## src/rtl/vic_pkg.sv

```systemverilog
// Package: shared constants and types for the vectored interrupt controller.
// Assumes word-aligned byte addressing on an 8-bit register port.
package vic_pkg;

    // Word index (byte address / 4) of each control register
    localparam logic [5:0] WIX_CTRL = 6'h00;
    localparam logic [5:0] WIX_RAW  = 6'h01;
    localparam logic [5:0] WIX_SET  = 6'h02;
    localparam logic [5:0] WIX_CLR  = 6'h03;
    localparam logic [5:0] WIX_MASK = 6'h04;
    localparam logic [5:0] WIX_VEC  = 6'h05;
    localparam logic [5:0] WIX_EOI  = 6'h07;

    // Value held by table entries that software has not programmed
    localparam logic [31:0] VEC_SENTINEL = 32'h1234_5678;

    // Control word: bit 1 polarity, bit 0 enable
    typedef struct packed {
        logic pol;
        logic en;
    } vic_ctrl_t;

    typedef enum logic {
        ST_IDLE = 1'b0,
        ST_BUSY = 1'b1
    } vic_state_t;

endpackage

```

## src/rtl/vic_sync.sv

```systemverilog
// Module: multi-stage synchroniser for a vector of asynchronous levels.
// Assumes each bit is an independent level (no bus coherence needed).
module vic_sync #(
    parameter int WIDTH  = 32,
    parameter int STAGES = 2
) (
    input  logic             clk,
    input  logic             rst_n,
    input  logic [WIDTH-1:0] d_in,
    output logic [WIDTH-1:0] d_out
);

    logic [WIDTH-1:0] stage_q [STAGES];

    generate
        for (genvar s = 0; s < STAGES; s++) begin : g_stage
            // Shift the sampled levels one stage further along the chain
            always_ff @(posedge clk) begin
                if (!rst_n) begin
                    stage_q[s] <= '0;
                end else if (s == 0) begin
                    stage_q[s] <= d_in;
                end else begin
                    stage_q[s] <= stage_q[(s == 0) ? 0 : s-1];
                end
            end
        end
    endgenerate

    assign d_out = stage_q[STAGES-1];

endmodule

```

## src/rtl/vic_prio_pick.sv

```systemverilog
// Module: fixed-priority picker, lowest index wins.
// Assumes WIDTH is a power of two no larger than 2**IDX_W.
module vic_prio_pick #(
    parameter int WIDTH = 32,
    parameter int IDX_W = $clog2(WIDTH)
) (
    input  logic [WIDTH-1:0] req,
    output logic             found,
    output logic [IDX_W-1:0] idx
);

    // Scan from the top down so the lowest set bit is the last to win
    always_comb begin
        found = 1'b0;
        idx   = '0;
        for (int i = WIDTH-1; i >= 0; i--) begin
            if (req[i]) begin
                found = 1'b1;
                idx   = IDX_W'(i);
            end
        end
    end

endmodule

```

## src/rtl/vic_vec_table.sv

```systemverilog
// Module: software-written vector table, one word per source, with two
// read ports (one for the register port, one for the grant logic).
// Assumes at most one write per cycle; entries reset to the sentinel.
module vic_vec_table
    import vic_pkg::*;
#(
    parameter int ENTRIES = 32,
    parameter int DATA_W  = 32,
    parameter int IDX_W   = $clog2(ENTRIES)
) (
    input  logic              clk,
    input  logic              rst_n,
    input  logic              wr_en,
    input  logic [IDX_W-1:0]  wr_idx,
    input  logic [DATA_W-1:0] wr_data,
    input  logic [IDX_W-1:0]  rd_idx_a,
    output logic [DATA_W-1:0] rd_data_a,
    input  logic [IDX_W-1:0]  rd_idx_b,
    output logic [DATA_W-1:0] rd_data_b
);

    logic [DATA_W-1:0] entry_q [ENTRIES];

    generate
        for (genvar n = 0; n < ENTRIES; n++) begin : g_entry
            // Store the written word when this entry is addressed
            always_ff @(posedge clk) begin
                if (!rst_n) begin
                    entry_q[n] <= DATA_W'(VEC_SENTINEL);
                end else if (wr_en && (wr_idx == IDX_W'(n))) begin
                    entry_q[n] <= wr_data;
                end
            end
        end
    endgenerate

    assign rd_data_a = entry_q[rd_idx_a];
    assign rd_data_b = entry_q[rd_idx_b];

endmodule

```

## src/rtl/irq_vector_ctrl.sv

```systemverilog
// Module: vectored interrupt controller top. Holds control and mask,
// arbitrates synchronised requests, latches the granted vector and
// drives the merged interrupt line until end-of-interrupt.
// Assumes word-aligned register accesses; unaligned ones are ignored.
module irq_vector_ctrl
    import vic_pkg::*;
#(
    parameter int NUM_SRC     = 32,
    parameter int DATA_W      = 32,
    parameter int ADDR_W      = 8,
    parameter int SYNC_STAGES = 2
) (
    input  logic              clk,
    input  logic              rst_n,
    input  logic [NUM_SRC-1:0] irq_in,
    input  logic [ADDR_W-1:0] bus_addr,
    input  logic              bus_wr,
    input  logic [DATA_W-1:0] bus_wdata,
    output logic [DATA_W-1:0] bus_rdata,
    output logic              cpu_irq
);

    localparam int ID_W = $clog2(NUM_SRC);

    vic_ctrl_t          ctrl_q;
    logic [NUM_SRC-1:0] mask_q;
    logic [NUM_SRC-1:0] sync_lvl;
    logic [NUM_SRC-1:0] pend_vec;
    vic_state_t         state_q;
    logic [ID_W-1:0]    cur_id_q;
    logic [DATA_W-1:0]  vec_q;
    logic               pick_found;
    logic [ID_W-1:0]    pick_idx;
    logic [DATA_W-1:0]  tbl_bus_rd;
    logic [DATA_W-1:0]  tbl_pick_rd;

    logic               aligned;
    logic               tbl_region;
    logic [5:0]         word_ix;
    logic [ID_W-1:0]    tbl_ix;
    logic               reg_wr;
    logic               eoi_wr;
    logic               busy;

    assign aligned    = (bus_addr[1:0] == 2'b00);
    assign tbl_region = bus_addr[ADDR_W-1];
    assign word_ix    = 6'(bus_addr[ADDR_W-2:2]);
    assign tbl_ix     = bus_addr[ID_W+1:2];
    assign reg_wr     = bus_wr && aligned && !tbl_region;
    assign eoi_wr     = reg_wr && (word_ix == WIX_EOI);
    assign busy       = (state_q == ST_BUSY);

    vic_sync #(
        .WIDTH  (NUM_SRC),
        .STAGES (SYNC_STAGES)
    ) i_sync (
        .clk   (clk),
        .rst_n (rst_n),
        .d_in  (irq_in),
        .d_out (sync_lvl)
    );

    assign pend_vec = sync_lvl & mask_q;

    vic_prio_pick #(
        .WIDTH (NUM_SRC),
        .IDX_W (ID_W)
    ) i_pick (
        .req   (pend_vec),
        .found (pick_found),
        .idx   (pick_idx)
    );

    vic_vec_table #(
        .ENTRIES (NUM_SRC),
        .DATA_W  (DATA_W),
        .IDX_W   (ID_W)
    ) i_table (
        .clk       (clk),
        .rst_n     (rst_n),
        .wr_en     (bus_wr && aligned && tbl_region),
        .wr_idx    (tbl_ix),
        .wr_data   (bus_wdata),
        .rd_idx_a  (tbl_ix),
        .rd_data_a (tbl_bus_rd),
        .rd_idx_b  (pick_idx),
        .rd_data_b (tbl_pick_rd)
    );

    // Control word and mask updates from register writes
    always_ff @(posedge clk) begin
        if (!rst_n) begin
            ctrl_q <= '0;
            mask_q <= '0;
        end else if (reg_wr) begin
            case (word_ix)
                WIX_CTRL: ctrl_q <= vic_ctrl_t'(bus_wdata[1:0]);
                WIX_SET:  mask_q <= mask_q | bus_wdata[NUM_SRC-1:0];
                WIX_CLR:  mask_q <= mask_q & ~bus_wdata[NUM_SRC-1:0];
                default:  ;
            endcase
        end
    end

    // In-service tracking: grant when idle, hold until end-of-interrupt
    always_ff @(posedge clk) begin
        if (!rst_n) begin
            state_q  <= ST_IDLE;
            cur_id_q <= '0;
            vec_q    <= DATA_W'(VEC_SENTINEL);
        end else if (!ctrl_q.en) begin
            state_q  <= ST_IDLE;
        end else if (busy) begin
            if (eoi_wr) begin
                state_q <= ST_IDLE;
            end
        end else if (pick_found) begin
            state_q  <= ST_BUSY;
            cur_id_q <= pick_idx;
            vec_q    <= tbl_pick_rd;
        end
    end

    // Output line: active level only while enabled and in service
    always_comb begin
        cpu_irq = (busy && ctrl_q.en) ? ctrl_q.pol : ~ctrl_q.pol;
    end

    // Register read multiplexer
    always_comb begin
        bus_rdata = '0;
        if (aligned) begin
            if (tbl_region) begin
                bus_rdata = tbl_bus_rd;
            end else begin
                case (word_ix)
                    WIX_CTRL: bus_rdata = DATA_W'(ctrl_q);
                    WIX_RAW:  bus_rdata = DATA_W'(sync_lvl);
                    WIX_MASK: bus_rdata = DATA_W'(mask_q);
                    WIX_VEC:  bus_rdata = busy ? vec_q : DATA_W'(VEC_SENTINEL);
                    default:  bus_rdata = '0;
                endcase
            end
        end
    end

    AST_OFF_CLEARS: assert property (@(posedge clk) disable iff (!rst_n)
        !ctrl_q.en |=> (state_q == ST_IDLE));

    AST_EOI_RELEASE: assert property (@(posedge clk) disable iff (!rst_n)
        (busy && eoi_wr) |=> (state_q == ST_IDLE));

    AST_HOLD_SOURCE: assert property (@(posedge clk) disable iff (!rst_n)
        (busy && !eoi_wr && ctrl_q.en) |=> (busy && $stable(cur_id_q) && $stable(vec_q)));

    AST_GRANT_UNMASKED: assert property (@(posedge clk) disable iff (!rst_n)
        $rose(busy) |-> (($past(pend_vec) & (NUM_SRC'(1) << cur_id_q)) != '0));

    AST_GRANT_LOWEST: assert property (@(posedge clk) disable iff (!rst_n)
        $rose(busy) |-> (($past(pend_vec) & ((NUM_SRC'(1) << cur_id_q) - NUM_SRC'(1))) == '0));

    AST_IDLE_INACTIVE: assert property (@(posedge clk) disable iff (!rst_n)
        (state_q == ST_IDLE) |-> (cpu_irq != ctrl_q.pol));

endmodule

```

## config.mk

```make
export PLATFORM = sky130hd
export DESIGN_NAME = irq_vector_ctrl
export DESIGN_NICKNAME = d
export VERILOG_FILES = /design/src/rtl/vic_pkg.sv /design/src/rtl/vic_sync.sv /design/src/rtl/vic_prio_pick.sv /design/src/rtl/vic_vec_table.sv /design/src/rtl/irq_vector_ctrl.sv
export SDC_FILE = /design/constraint.sdc
export NUM_CORES = 2
export LEC_CHECK = 0
export ABC_CLOCK_PERIOD_IN_PS = 11300
export BUFFER_PORTS_ARGS = -buffer_cell sky130_fd_sc_hd__buf_2
export CORE_MARGIN = 1.5
export CORE_UTILIZATION = 35
export CTS_BUF_LIST = sky130_fd_sc_hd__clkbuf_16
export DETAILED_ROUTE_END_ITERATION = 10
export SLEW_MARGIN = 20
export SYNTH_ARGS = -nofsm -noshare
export SYNTH_HDL_FRONTEND = slang
export SYNTH_SLANG_ARGS = --single-unit
```

## constraint.sdc

```tcl
create_clock -name clk -period 11.3 [get_ports clk]
set_clock_uncertainty 0.05 [all_clocks]
set_input_delay 0.565 -clock clk [delete_from_list [all_inputs] [get_ports clk]]
set_output_delay 0.565 -clock clk [all_outputs]
set_load 0.01 [all_outputs]
```

==> results.yml <==
global_route:
  antenna_found_initial: 21
  grt_overflow: 0
  grt_pass1_wl_mm: 348
  track_usage_pct: 27.3
  first_global_vias: 45600
  grt_max_degree: 148
power_and_ir_drop:
  clkPwrFrac_pct: 41.4
  swShare_pct: 24.3
  netSwitchingPower_w: 0.00242
  p_leak_nw: 23.3
  power_density_nw_per_um2: 145
  combPwrFrac_pct: 8.8
  internal_power_w: 0.00753
  power_frac_seq_pct: 49.9
  ir_drop_v: 0.000132
place:
  gp_congestion: 0.945
  dp_hpwl_mm: 144
  placed_cells: 7221
  io_buffers: 107
  pre_cts_slack_ns: 5.51
die:
  ios: 108
  rows: 153
  die_y_um: 421
  initial_utilization_pct: 35.2
  die-area_sq_um: 178000
  core_area_sq_um: 174000
  die_w_um: 421
clocking:
  cts_buffer_depth: 3
  hold_buffers: 30
  cts-root-buf: "clkbuf_16"
  postCtsSetupBuffers: 0
  clock_latency_ns: 0.75
  clkSinkCount: 1155
  cts_max_level: 3
  cts_resized: 0
  cts_tree: "yes"
  numCtsBuffers: 116
  clk_pin_slew_ns: 0.06
critical_path:
  path_cells: "buf_8 > buf_4 > buf_4 > buf_12 > mux4_2 > mux4_2 > mux2i_1 > a221oi_1 > buf_2"
  cp.required_ns: 10.69
  cpLargestDelayFamily: "buffers and inverters"
  path_max_fanout: 147
  path_class: "input pin to output pin"
  cp.arrival_ns: 5.37
  cp_slowest_cell: "a221oi_1"
  critical-path-max-stage-delay_ns: 0.91
  crit_path_start_kind: "input pin"
  cp-end-kind: "output pin"
  crit_buf_inv: 5
timing:
  tns_ns: 0
  fin_crit_ns: 5.98
  hold_ws_ns: 0.0897
  rsz0062_at_grt: "no"
  period_share_pct: 52.9
  max_freq_mhz: 167
  setup-violations-final: 0
  tightest_slew_ns: 1.31
  finalWorstSetupSlack_ns: 5.32
  finalHoldViolations: 0
  relSlewSlack_pct: 12.8
  drv_slew: 0
yosys:
  synth-seq-cells: 1155
  seq_area_frac_synth_pct: 54.5
  synth_edf_count: 1024
  syn_nets: 5261
  yosys_warnings: 0
  synth_cells: 5186
  avgSynthCellArea_sq_um: 11.8
  synth_cell_types: 71
  netlist_area_sq_um: 61300
  ys_async_sr_fraction_pct: 0
  ys.flop_type: "edfxtp_1"
routing:
  ant_nets: 0
  routed_wl_mm: 249
  drt_first_pass_iters: 9
  first_iter_violations: 7618
  wire_per_inst_um: 33.3
  avgViaCountPerCell: 6.39
  num_vias: 47800
  remaining_drc_errors: 0
status:
  status: "finished clean"
cells_and_area:
  syn_to_final_growth_pct: 11.9
  nets: 5120
  instances_no_fill: 7480
  layout-drive-gt1-share_pct: 17.4
min_path:
  hold_class: "input pin to flip-flop"
flow_run:
  drv_cap: 0
==> registers in the layout, indices dropped and copies added (netlist names), named ones only <==
signal / cells
ctrl_q: 2
i_sync.stage_q: 64
vec_q: 32
busy: 1
i_table.entry_q: 1024
==> final cells by class <==
cell class	count	area (sq um)
antenna	11	27.5
sequential	1155	33400
multi-input combinational	3482	26300
clock buffer	120	3000
inverter	1	3.75
timing repair buffer	289	2060
clock inverter	97	956
fill	16400	105000
tap	2325	2910
==> power groups by stage <==
stage,clock (W),combinational [W],sequential (W)
finish,0.00411,0.000873,0.00496
global route,0.00427,0.000888,0.00498
CTS,0.00411,0.000844,0.00495
detailed placement,0,0.000834,0.00504
global placement,0,0.000828,0.00504
floorplan,0,0.000496,0.00501
==> Yosys cell counts, types with 31 or more instances <==
| cell type | count | area, sq um |
|---|---|---|
| mux4_2 | 320 | 7210 |
| or3_1 | 421 | 2630 |
| a221oi_1 | 39 | 342 |
| a21oi_1 | 219 | 1100 |
| o32ai_1 | 37 | 324 |
| o21ai_0 | 272 | 1360 |
| nor3_1 | 155 | 776 |
| clkbuf_1 | 418 | 1570 |
| dfxtp_1 | 131 | 2620 |
| nand2_1 | 451 | 1690 |
| o211ai_1 | 47 | 353 |
| mux2i_1 | 103 | 1030 |
| and2_1 | 694 | 4340 |
| a31oi_1 | 31 | 194 |
| buf_1 | 59 | 221 |
| and3_1 | 57 | 357 |
| edfxtp_1 | 1024 | 30700 |
| nor2_1 | 219 | 822 |
| mux2_2 | 32 | 360 |
| buf_2 | 49 | 245 |
| nand3_1 | 84 | 420 |
==> metrics by stage <==
stage	area (sq um)	util [%]	total power [W]
finish	68600	39.5	0.00995
global route	68600	39.4	0.0101
CTS	68500	39.4	0.00991
detailed placement	64300	37.0	0.00588
global placement	64300	37.0	0.00586
floorplan	61300	-	0.00550
==> per-layer routing <==
layer,share of wire [%],global-route usage (%)
met5,0.013,0
met4,7.4,18.0
met3,13,6.75
met2,44,41.1
met1,35,34.9
==> cell families (layout without fill, tap and decap cells) <==
| group | after synthesis | count (layout) | synth area share [%] |
|---|---|---|---|
| AO/OA/AOI/OAI | 862 | 862 | 8.91 |
| AND/OR/NAND/NOR | 2164 | 2164 | 18.9 |
| XOR/XNOR | 1 | 1 | 0.0143 |
| buffers and inverters | 549 | 507 | 3.67 |
| other | 0 | 11 | 0 |
| multiplexers | 455 | 455 | 14.0 |
| flip-flops | 1155 | 1155 | 54.5 |
==> cells in the final DEF, fill, tap and decap left out, drive strengths merged, types with 32 or more instances in the layout <==
cell type / count
a21oi: 221
a221oi: 41
and2: 694
and3: 57
buf: 257
clkbuf: 122
clkinv: 48
dfxtp: 131
edfxtp: 1024
mux2: 32
mux2i: 103
mux4: 320
nand2: 452
nand3: 84
nor2: 220
nor3: 155
o211ai: 47
o21ai: 290
o32ai: 37
or3: 421
==> final timing paths <==
| check | slack (ns) | cells past startpoint | start | endpoint |
|---|---|---|---|---|
| worst min-delay path | 0.09 | 2 | irq_in[7] | i_sync.stage_q[0][7] |
| worst min register to register | 0.38 | 1 | i_sync.stage_q[0][22] | i_sync.stage_q[1][22] |
| worst max-delay path | 5.32 | 9 | bus_addr[2] | bus_rdata[8] |
| worst max register to register | 5.76 | 11 | flip-flop | vec_q[11] |
Note: power is estimated with default switching activity, not from simulation.
